--- src/rtl/flash_status_pkg.sv ---
package flash_status_pkg;
  localparam int POLL_BIT = 7;
  localparam int TOGGLE_BIT = 6;
  localparam int ERASE_TOGGLE_BIT = 2;

  typedef enum logic [1:0] {
    RK_ARRAY = 2'd0,
    RK_PROG  = 2'd1,
    RK_ERASE = 2'd2,
    RK_SUSP  = 2'd3
  } readKind_e;

  typedef struct packed {
    logic      capture;
    readKind_e kind;
    logic      tog6;
    logic      tog2;
    logic      useTog2;
  } ctrlStrobe_t;
endpackage

--- src/rtl/flash_status_ctrl.sv ---
module flash_status_ctrl
  import flash_status_pkg::*;
#(
  parameter int PLANES = 2,
  parameter int SECT_W = 5,
  localparam int PLANE_W = (PLANES > 1) ? $clog2(PLANES) : 1
) (
  input  logic               clk,
  input  logic               rstN,
  input  logic               rdStrobe,
  input  logic [PLANE_W-1:0] rdPlane,
  input  logic [SECT_W-1:0]  rdSector,
  input  logic [PLANES-1:0]  planeBusy,
  input  logic [PLANES-1:0]  planeIsErase,
  input  logic               suspendOn,
  input  logic [SECT_W-1:0]  eraseSector,
  output ctrlStrobe_t        strb
);
  logic              strobeQ;
  logic              capture;
  logic              sectorHit;
  readKind_e         kind;
  logic              useTog2;
  logic [PLANES-1:0] tog6Q;
  logic [PLANES-1:0] tog2Q;

  always_ff @(posedge clk) begin
    if (!rstN) strobeQ <= 1'b0;
    else       strobeQ <= rdStrobe;
  end

  assign capture   = rdStrobe & ~strobeQ;
  assign sectorHit = (rdSector == eraseSector);

  always_comb begin
    if (suspendOn && sectorHit)   kind = RK_SUSP;
    else if (planeBusy[rdPlane])  kind = planeIsErase[rdPlane] ? RK_ERASE : RK_PROG;
    else                          kind = RK_ARRAY;
  end

  assign useTog2 = (kind == RK_SUSP) || ((kind == RK_ERASE) && sectorHit);

  for (genvar p = 0; p < PLANES; p++) begin : g_plane
    logic selHere;
    assign selHere = capture && (rdPlane == PLANE_W'(p));
    always_ff @(posedge clk) begin
      if (!rstN) begin
        tog6Q[p] <= 1'b0;
        tog2Q[p] <= 1'b0;
      end else begin
        if (selHere && ((kind == RK_PROG) || (kind == RK_ERASE))) tog6Q[p] <= ~tog6Q[p];
        if (selHere && useTog2) tog2Q[p] <= ~tog2Q[p];
      end
    end
  end

  assign strb.capture = capture;
  assign strb.kind    = kind;
  assign strb.tog6    = tog6Q[rdPlane];
  assign strb.tog2    = tog2Q[rdPlane];
  assign strb.useTog2 = useTog2;


  hold_toggle_chk: assert property (@(posedge clk) disable iff (!rstN)
    !rdStrobe |=> $stable(tog6Q) && $stable(tog2Q));


  idle_no_toggle_chk: assert property (@(posedge clk) disable iff (!rstN)
    (planeBusy == '0) && !suspendOn |=> $stable(tog6Q) && $stable(tog2Q));


  reset_clear_chk: assert property (@(posedge clk)
    !rstN |=> (tog6Q == '0) && (tog2Q == '0));
endmodule

--- src/rtl/flash_status_data.sv ---
module flash_status_data
  import flash_status_pkg::*;
#(
  parameter int DATA_W = 16
) (
  input  logic              clk,
  input  logic              rstN,
  input  ctrlStrobe_t       strb,
  input  logic [DATA_W-1:0] arrayData,
  input  logic [DATA_W-1:0] lastProgData,
  output logic [DATA_W-1:0] rdData
);
  logic [DATA_W-1:0] nextWord;

  always_comb begin
    nextWord = '0;
    unique case (strb.kind)
      RK_ARRAY: nextWord = arrayData;
      RK_PROG: begin
        nextWord[POLL_BIT]         = ~lastProgData[POLL_BIT];
        nextWord[TOGGLE_BIT]       = strb.tog6;
        nextWord[ERASE_TOGGLE_BIT] = 1'b1;
      end
      RK_ERASE: begin
        nextWord[POLL_BIT]         = 1'b0;
        nextWord[TOGGLE_BIT]       = strb.tog6;
        nextWord[ERASE_TOGGLE_BIT] = strb.useTog2 ? strb.tog2 : 1'b1;
      end
      RK_SUSP: begin
        nextWord[POLL_BIT]         = 1'b1;
        nextWord[TOGGLE_BIT]       = 1'b1;
        nextWord[ERASE_TOGGLE_BIT] = strb.tog2;
      end
      default: nextWord = arrayData;
    endcase
  end

  always_ff @(posedge clk) begin
    if (!rstN)             rdData <= '0;
    else if (strb.capture) rdData <= nextWord;
  end


  word_hold_chk: assert property (@(posedge clk) disable iff (!rstN)
    !strb.capture |=> $stable(rdData));


  erase_poll_chk: assert property (@(posedge clk) disable iff (!rstN)
    strb.capture && (strb.kind == RK_ERASE) |=> !rdData[POLL_BIT]);


  susp_bits_chk: assert property (@(posedge clk) disable iff (!rstN)
    strb.capture && (strb.kind == RK_SUSP) |=> rdData[POLL_BIT] && rdData[TOGGLE_BIT]);


  array_pass_chk: assert property (@(posedge clk) disable iff (!rstN)
    strb.capture && (strb.kind == RK_ARRAY) |=> rdData == $past(arrayData));


  reset_word_chk: assert property (@(posedge clk)
    !rstN |=> rdData == '0);
endmodule

--- src/rtl/flash_status_mux.sv ---
module flash_status_mux
  import flash_status_pkg::*;
#(
  parameter int PLANES = 2,
  parameter int SECT_W = 5,
  parameter int DATA_W = 16,
  localparam int PLANE_W = (PLANES > 1) ? $clog2(PLANES) : 1
) (
  input  logic               clk,
  input  logic               rstN,
  input  logic               rdStrobe,
  input  logic [PLANE_W-1:0] rdPlane,
  input  logic [SECT_W-1:0]  rdSector,
  input  logic [DATA_W-1:0]  arrayData,
  input  logic [PLANES-1:0]  planeBusy,
  input  logic [PLANES-1:0]  planeIsErase,
  input  logic [DATA_W-1:0]  lastProgData,
  input  logic               suspendOn,
  input  logic [SECT_W-1:0]  eraseSector,
  output logic [DATA_W-1:0]  rdData,
  output logic               readyBusyN
);
  ctrlStrobe_t strb;

  flash_status_ctrl #(.PLANES(PLANES), .SECT_W(SECT_W)) u_ctrl (
    .clk(clk), .rstN(rstN), .rdStrobe(rdStrobe), .rdPlane(rdPlane),
    .rdSector(rdSector), .planeBusy(planeBusy), .planeIsErase(planeIsErase),
    .suspendOn(suspendOn), .eraseSector(eraseSector), .strb(strb)
  );

  flash_status_data #(.DATA_W(DATA_W)) u_data (
    .clk(clk), .rstN(rstN), .strb(strb), .arrayData(arrayData),
    .lastProgData(lastProgData), .rdData(rdData)
  );

  // Open-drain style: only ever pulls low while work is in progress.
  assign readyBusyN = (planeBusy == '0);


  ready_release_chk: assert property (@(posedge clk) disable iff (!rstN)
    $fell(|planeBusy) |-> readyBusyN);
endmodule

--- config.mk ---
export PLATFORM = sky130hd
export DESIGN_NAME = flash_status_mux
export DESIGN_NICKNAME = d
export VERILOG_FILES = /design/src/rtl/flash_status_pkg.sv /design/src/rtl/flash_status_ctrl.sv /design/src/rtl/flash_status_data.sv /design/src/rtl/flash_status_mux.sv
export SDC_FILE = /design/constraint.sdc
export NUM_CORES = 1
export LEC_CHECK = 0
export ABC_AREA = 1
export BUFFER_PORTS_ARGS = -buffer_cell sky130_fd_sc_hd__buf_4
export CAP_MARGIN = 0
export CELL_PAD_IN_SITES_DETAIL_PLACEMENT = 0
export CELL_PAD_IN_SITES_GLOBAL_PLACEMENT = 1
export CORE_MARGIN = 5
export CORE_UTILIZATION = 28
export CTS_BUF_LIST = sky130_fd_sc_hd__clkbuf_2
export DETAILED_ROUTE_END_ITERATION = 6
export PLACE_DENSITY_LB_ADDON = 0.1
export REMOVE_ABC_BUFFERS = 1
export SYNTH_ARGS = -nofsm -noshare
export SYNTH_HDL_FRONTEND = slang
export SYNTH_HIERARCHICAL = 1
export SYNTH_SLANG_ARGS = --single-unit
--- constraint.sdc ---
create_clock -name clk -period 1.4 [get_ports clk]
set_input_delay 0.28 -clock clk [delete_from_list [all_inputs] [get_ports clk]]
set_output_delay 0.28 -clock clk [all_outputs]
set_load 0.02 [all_outputs]
==> impl_metrics.csv, run 1 <==
group,metric,value,unit
run_status,outcome,"finished, final reports clean",
detailed_routing,wl_per_cell,11.06,µm
cells_and_area,layout_common_cells,"buf_4, nand2_1, inv_1",
clock_network,clock_path_buffers,2,
die,die_y,72.96,µm
cells_and_area,final_layout_size_suffix_gt1_share,32.90,%
synth,netlist_area,1110,µm²
sta,worst_slew_pin_slew,0.2493,ns
sta,final_hold_viol_count,0,
sta,fin_crit_sh,85.21,%
sta,slew_headroom,83.29,%
detailed_routing,drtIter0Drc,39,
die,core,3744,µm²
sta,rsz0062_at_grt,"false",
synth,yosysTopAreaCell,"dfxtp_1",
placement,gp_congestion,0.7144,
sta,finClkSkew,0.002114,ns
synth,ys_top_cells_by_area,"dfxtp_1, nand2_1, inv_1",
die,rows,22,
placement,dpl.hpwl,2451,µm
power,ir_drop,0.3211,mV
die,start_util,29.65,%
clock_network,htree_levels,1,
clock_network,cts_buffers,3,
critical_path,end_kind,"flop",
detailed_routing,wirelength,3086,µm
synth,avgSynthCellArea,6.452,µm²
synth,synth_xor_area_share,0.7892,%
power,leakage,0.0008518,µW
synth,synth_compound_area_share,16.23,%
cells_and_area,final_cell_count_no_fill,279,
critical_path,timing_worst_setup_path_type,"input port to flop",
detailed_routing,vias,1220,
synth,yosysSeqAreaShare,37.88,%
synth,synth_edf_count,0,
sta,slew_violations,0,
global_routing,first_global_vias,1274,
synth,synthDominantCellAreaShare,37.88,%
detailed_routing,drc,0,
synth,synth_fa_ha_area_share,0,%
critical_path,worstSetupStartpointType,"input port",
clock_network,clk_pin_slew_worst_paths,0.21,ns
die,io_pins,68,
die,dieWidth,72.96,µm
power,total_power,1336,µW
cells_and_area,diodes,0,
critical_path,cp.required,1.67,ns
sta,setup_tns,0,ns
job,maxCapViolCount,0,
clock_network,clock_sink_count,21,
detailed_routing,drtPass1Iterations,4,
global_routing,grt_pass1_wl,5347,µm
sta,hold_ws,0.1372,ns
synth,synthFlopType,"dfxtp_1",
cells_and_area,syn_to_final_growth,46.45,%
clock_network,clkLatencyLatePin,0.32,ns
sta,fmax,838.2,MHz
synth,yosys_register_bits,21,
cells_and_area,final_common_cell,"buf_4",
placement,place.port_buffers,52,
detailed_routing,drtAntennaViolNets,0,
global_routing,antenna_found_initial,0,
sta,min_period,1.193,ns
sta,finalSetupViolations,0,
synth,synthSimpleGateAreaFrac,32.24,%
worst_hold_path,hp-class,"input port to flop",
global_routing,grt.total_usage,12.37,%
global_routing,grt_overflow,0,
placement,dp.cells,275,
clock_network,cts_setup_buffers,0,
clock_network,cts_resized,0,
clock_network,hold_buffers,0,
synth,synthMuxAreaShare,0,%
synth,ys_types,22,
critical_path,path_max_fanout,6,
clock_network,cts_tree,"done",
synth,synth_warnings,6,
critical_path,arrival,1.46,ns
clock_network,cts_root_buffer,"clkbuf_2",
power,power.density,821.8,nW/µm²
cells_and_area,nNetsFinal,283,
global_routing,grt_max_degree,33,
synth,async_flop_share,0,%
synth,synth_top_family_by_area,"simple AND/OR/NAND/NOR gates",
detailed_routing,via_per_inst,4.373,
synth,syn_inst,172,
die,dieArea,5322,µm²
[where the power goes]
group          switching, µW  total (µW)  internal, µW
Clock                    190         255          64.8
Combinational            219         420           201
Sequential              20.8         661           640
Total                    430        1340           906
[metal layers]
layer	GRT usage (%)	part of all wire, %	vias to the layer above
li1	-	-	656
met1	13.85	43	534
met4	3.689	0.75	0
met2	22.85	49	28
met5	0	0	-
met3	3.030	6.5	2
[final timing paths]
path	startpoint	endpoint	slack, ns	depth (start not counted)
min reg2reg	u_data/rdData[2]$_SDFFE_PN0P_	u_data/rdData[2]$_SDFFE_PN0P_	0.52	2
min	rdStrobe	u_ctrl/strobeQ$_SDFF_PN0_	0.14	3
max reg2reg	u_ctrl/strobeQ$_SDFF_PN0_	u_ctrl/tog6Q[0]$_SDFFE_PN0P_	0.33	6
max	eraseSector[2]	u_data/rdData[3]$_SDFFE_PN0P_	0.21	11
[cell usage after synthesis, types with 2 or more instances]
| cell | count |
|---|---|
| nand2_1 | 48 |
| inv_1 | 25 |
| dfxtp_1 | 21 |
| o21ai_0 | 17 |
| a21oi_1 | 16 |
| nor2_1 | 14 |
| nand3_1 | 6 |
| nand2_2 | 5 |
| nand4_1 | 3 |
| o21ai_1 | 3 |
| buf_2 | 2 |
| buf_4 | 2 |
[through the flow]
step | utilization [%] | setup WS, ns | cell area [µm²]
after global placement | 42.88 | -0.07722 | 1605
after CTS | 43.42 | 0.2011 | 1625
after floorplan | - | -0.2175 | 1065
final | 43.42 | 0.2070 | 1625
after detailed placement | 42.88 | -0.1622 | 1605
after global routing | 43.42 | 0.05022 | 1625
[sequential cells by signal, indices dropped and copies added (netlist names)]
register / count
u_ctrl/strobeQ: 1
u_ctrl/tog6Q: 2
u_ctrl/tog2Q: 2
u_data/rdData: 16
[kinds of logic after synthesis]
family,after synthesis
compound gates,36
buf+inv,33
xor+xnor,1
flops,21
simple gates,81
[critical path, cell delays in order]
cell and delay [ns]:
buf_4 0.11, inv_1 0.05, nand2_1 0.07, nand2_1 0.08
nor2_1 0.05, nand4_1 0.13, nand2_1 0.14, nor2_4 0.20
buf_4 0.17, nand2_1 0.05, a21oi_1 0.13
[final cells by class]
type / count / area, µm²
timing repair buffer: 62 / 478.0
multi-input combinational: 118 / 549.3
fill: 441 / 2118
inverter: 26 / 97.59
sequential: 21 / 420.4
tap: 48 / 60.06
clock inverter: 1 / 5.005
clock buffer: 3 / 15.01
No activity file was read; power rests on OpenSTA's default activity.
==> run 2: changes to the inputs <==
--- a/config.mk
+++ b/config.mk
@@ -14,6 +14,7 @@
 export CORE_UTILIZATION = 28
 export CTS_BUF_LIST = sky130_fd_sc_hd__clkbuf_2
 export DETAILED_ROUTE_END_ITERATION = 6
+export MAX_ROUTING_LAYER = met4
 export PLACE_DENSITY_LB_ADDON = 0.1
 export REMOVE_ABC_BUFFERS = 1
 export SYNTH_ARGS = -nofsm -noshare
==> run 2 against run 1 <==
  * Via count grew 0.57%
  * Worst hold slack is essentially flat
  * Sequential power is essentially flat
  * Highest routed layer unchanged
  * Combinational power is essentially flat
  * Largest power group unchanged
  * Non-clock buffer count is the same
  * Count of clock-buffer cells in the layout is the same
==> impl_metrics.csv, run 2 (synthesized netlist as in run 1, its figures left out) <==
group,metric,value,unit
clock_network,clk_pin_slew_worst_paths,0.21,ns
critical_path,cp.required,1.67,ns
detailed_routing,wl_per_cell,11.16,µm
power,p_int,905.9,µW
cells_and_area,top_regs,"u_data/rdData: 16 flops, u_ctrl/tog2Q: 2 flops, u_ctrl/tog6Q: 2 flops",
cells_and_area,layout_common_cells,"buf_4, nand2_1, inv_1",
clock_network,cts_tree,"done",
sta,fin_crit_sh,85.46,%
power,ir_drop,0.3213,mV
placement,placedInstanceArea,1605,µm²
die,die_y,72.96,µm
cells_and_area,diodes,0,
detailed_routing,vias,1227,
sta,fmax,835.8,MHz
global_routing,grt.total_usage,12.73,%
clock_network,clkLatencyLatePin,0.32,ns
placement,gp_congestion,0.7226,
global_routing,grt_pass1_wl,5347,µm
cells_and_area,largest_reg_flops,16,
cells_and_area,syn_to_final_growth,46.45,%
power,power_switching,431.4,µW
detailed_routing,wirelength,3114,µm
critical_path,worstSetupStartpointType,"input port",
worst_hold_path,hp-class,"input port to flop",
cells_and_area,final_cell_count_no_fill,279,
cells_and_area,final_common_cell,"buf_4",
run_status,outcome,"finished, final reports clean",
sta,slew_headroom,82.85,%
clock_network,cts_buffers,3,
placement,place_ws,-0.1622,ns
placement,place.port_buffers,52,
power,power.density,822.8,nW/µm²
cells_and_area,regMostFlops,"u_data/rdData",
placement,dpl.hpwl,2451,µm
cells_and_area,final.fill_count,441,
power,switching_share,32.26,%
cells_and_area,final_layout_size_suffix_gt1_share,32.90,%
sta,worst_slew_pin_slew,0.2559,ns
critical_path,path_max_fanout,6,
global_routing,grt_max_degree,33,
die,dieArea,5322,µm²
sta,rsz0062_at_grt,"false",
sta,final_hold_viol_count,0,
clock_network,clock_path_buffers,2,
global_routing,antenna_found_initial,0,
clock_network,hold_buffers,0,
detailed_routing,drc,0,
cells_and_area,nNetsFinal,283,
die,dieWidth,72.96,µm
global_routing,grt_overflow,0,
die,io_pins,68,
global_routing,first_global_vias,1274,
sta,min_period,1.196,ns
cells_and_area,final_cell_area,1625,µm²
clock_network,htree_levels,1,
sta,slew_violations,0,
die,start_util,29.65,%
clock_network,cts_resized,0,
critical_path,end_kind,"flop",
sta,fin_ws,0.2035,ns
detailed_routing,drtPass1Iterations,4,
power,p_comb_share,31.4,%
die,rows,22,
die,core,3744,µm²
power,pwr-share-seq,49.5,%
detailed_routing,via_per_inst,4.398,
power,leakage,0.0008518,µW
clock_network,cts_setup_buffers,0,
critical_path,timing_worst_setup_path_type,"input port to flop",
power,clkPwrFrac,19.1,%
sta,hold_ws,0.1373,ns
detailed_routing,drtIter0Drc,41,
sta,finalSetupViolations,0,
sta,finClkSkew,0.002446,ns
job,maxCapViolCount,0,
critical_path,arrival,1.46,ns
clock_network,clock_sink_count,21,
cells_and_area,final_util,43.42,%
placement,dp.cells,275,
clock_network,cts_root_buffer,"clkbuf_2",
detailed_routing,drtAntennaViolNets,0,
[run 2: critical path, stage by stage]
cell and delay [ns]:
buf_4 0.11, inv_1 0.05, nand2_1 0.07, nand2_1 0.08, nor2_1 0.05, nand4_1 0.13
nand2_1 0.14, nor2_4 0.20, buf_4 0.17, nand2_1 0.06, a21oi_1 0.13
[run 2: final timing paths]
kind | from | end | slack (ns) | depth (start not counted)
max reg2reg | u_ctrl/strobeQ$_SDFF_PN0_ | u_ctrl/tog6Q[0]$_SDFFE_PN0P_ | 0.32 | 6
min | rdStrobe | u_ctrl/strobeQ$_SDFF_PN0_ | 0.14 | 3
min reg2reg | u_data/rdData[2]$_SDFFE_PN0P_ | u_data/rdData[2]$_SDFFE_PN0P_ | 0.52 | 2
max | eraseSector[2] | u_data/rdData[12]$_SDFFE_PN0P_ | 0.20 | 11
[run 2: final cells by class]
type	count	area (µm²)	share of cell area, %
Clock buffer	3	15.01	0.9238
Inverter	26	97.59	6.005
Timing Repair Buffer	62	478.0	29.41
Clock inverter	1	5.005	0.3079
Multi-Input combinational cell	118	549.3	33.80
Tap cell	48	60.06	3.695
Sequential cell	21	420.4	25.87
[run 2: routing by layer]
layer,GRT usage (%),wire (µm),vias up
met4,3.689,23,0
met3,1.791,135,2
met2,22.85,1539,30
li1,-,-,655
met1,14.59,1415,540
met5,-,0,-
[run 2: power by group through the flow]
stage | registers [µW] | logic, µW | clock network, µW
6_report | 661 | 421 | 255
5_1_grt | 667 | 473 | 293
4_1_cts | 662 | 428 | 277
3_5_place_dp | 673 | 426 | 0
3_3_place_gp | 671 | 415 | 0
2_1_floorplan | 716 | 156 | 0
[run 2: per-stage QoR]
step,setup TNS (ns),total power [µW]
floorplan,-3.344,871.4
global placement,-1.072,1086
detailed placement,-1.987,1100
CTS,0,1367
global route,0,1433
finish,0,1337
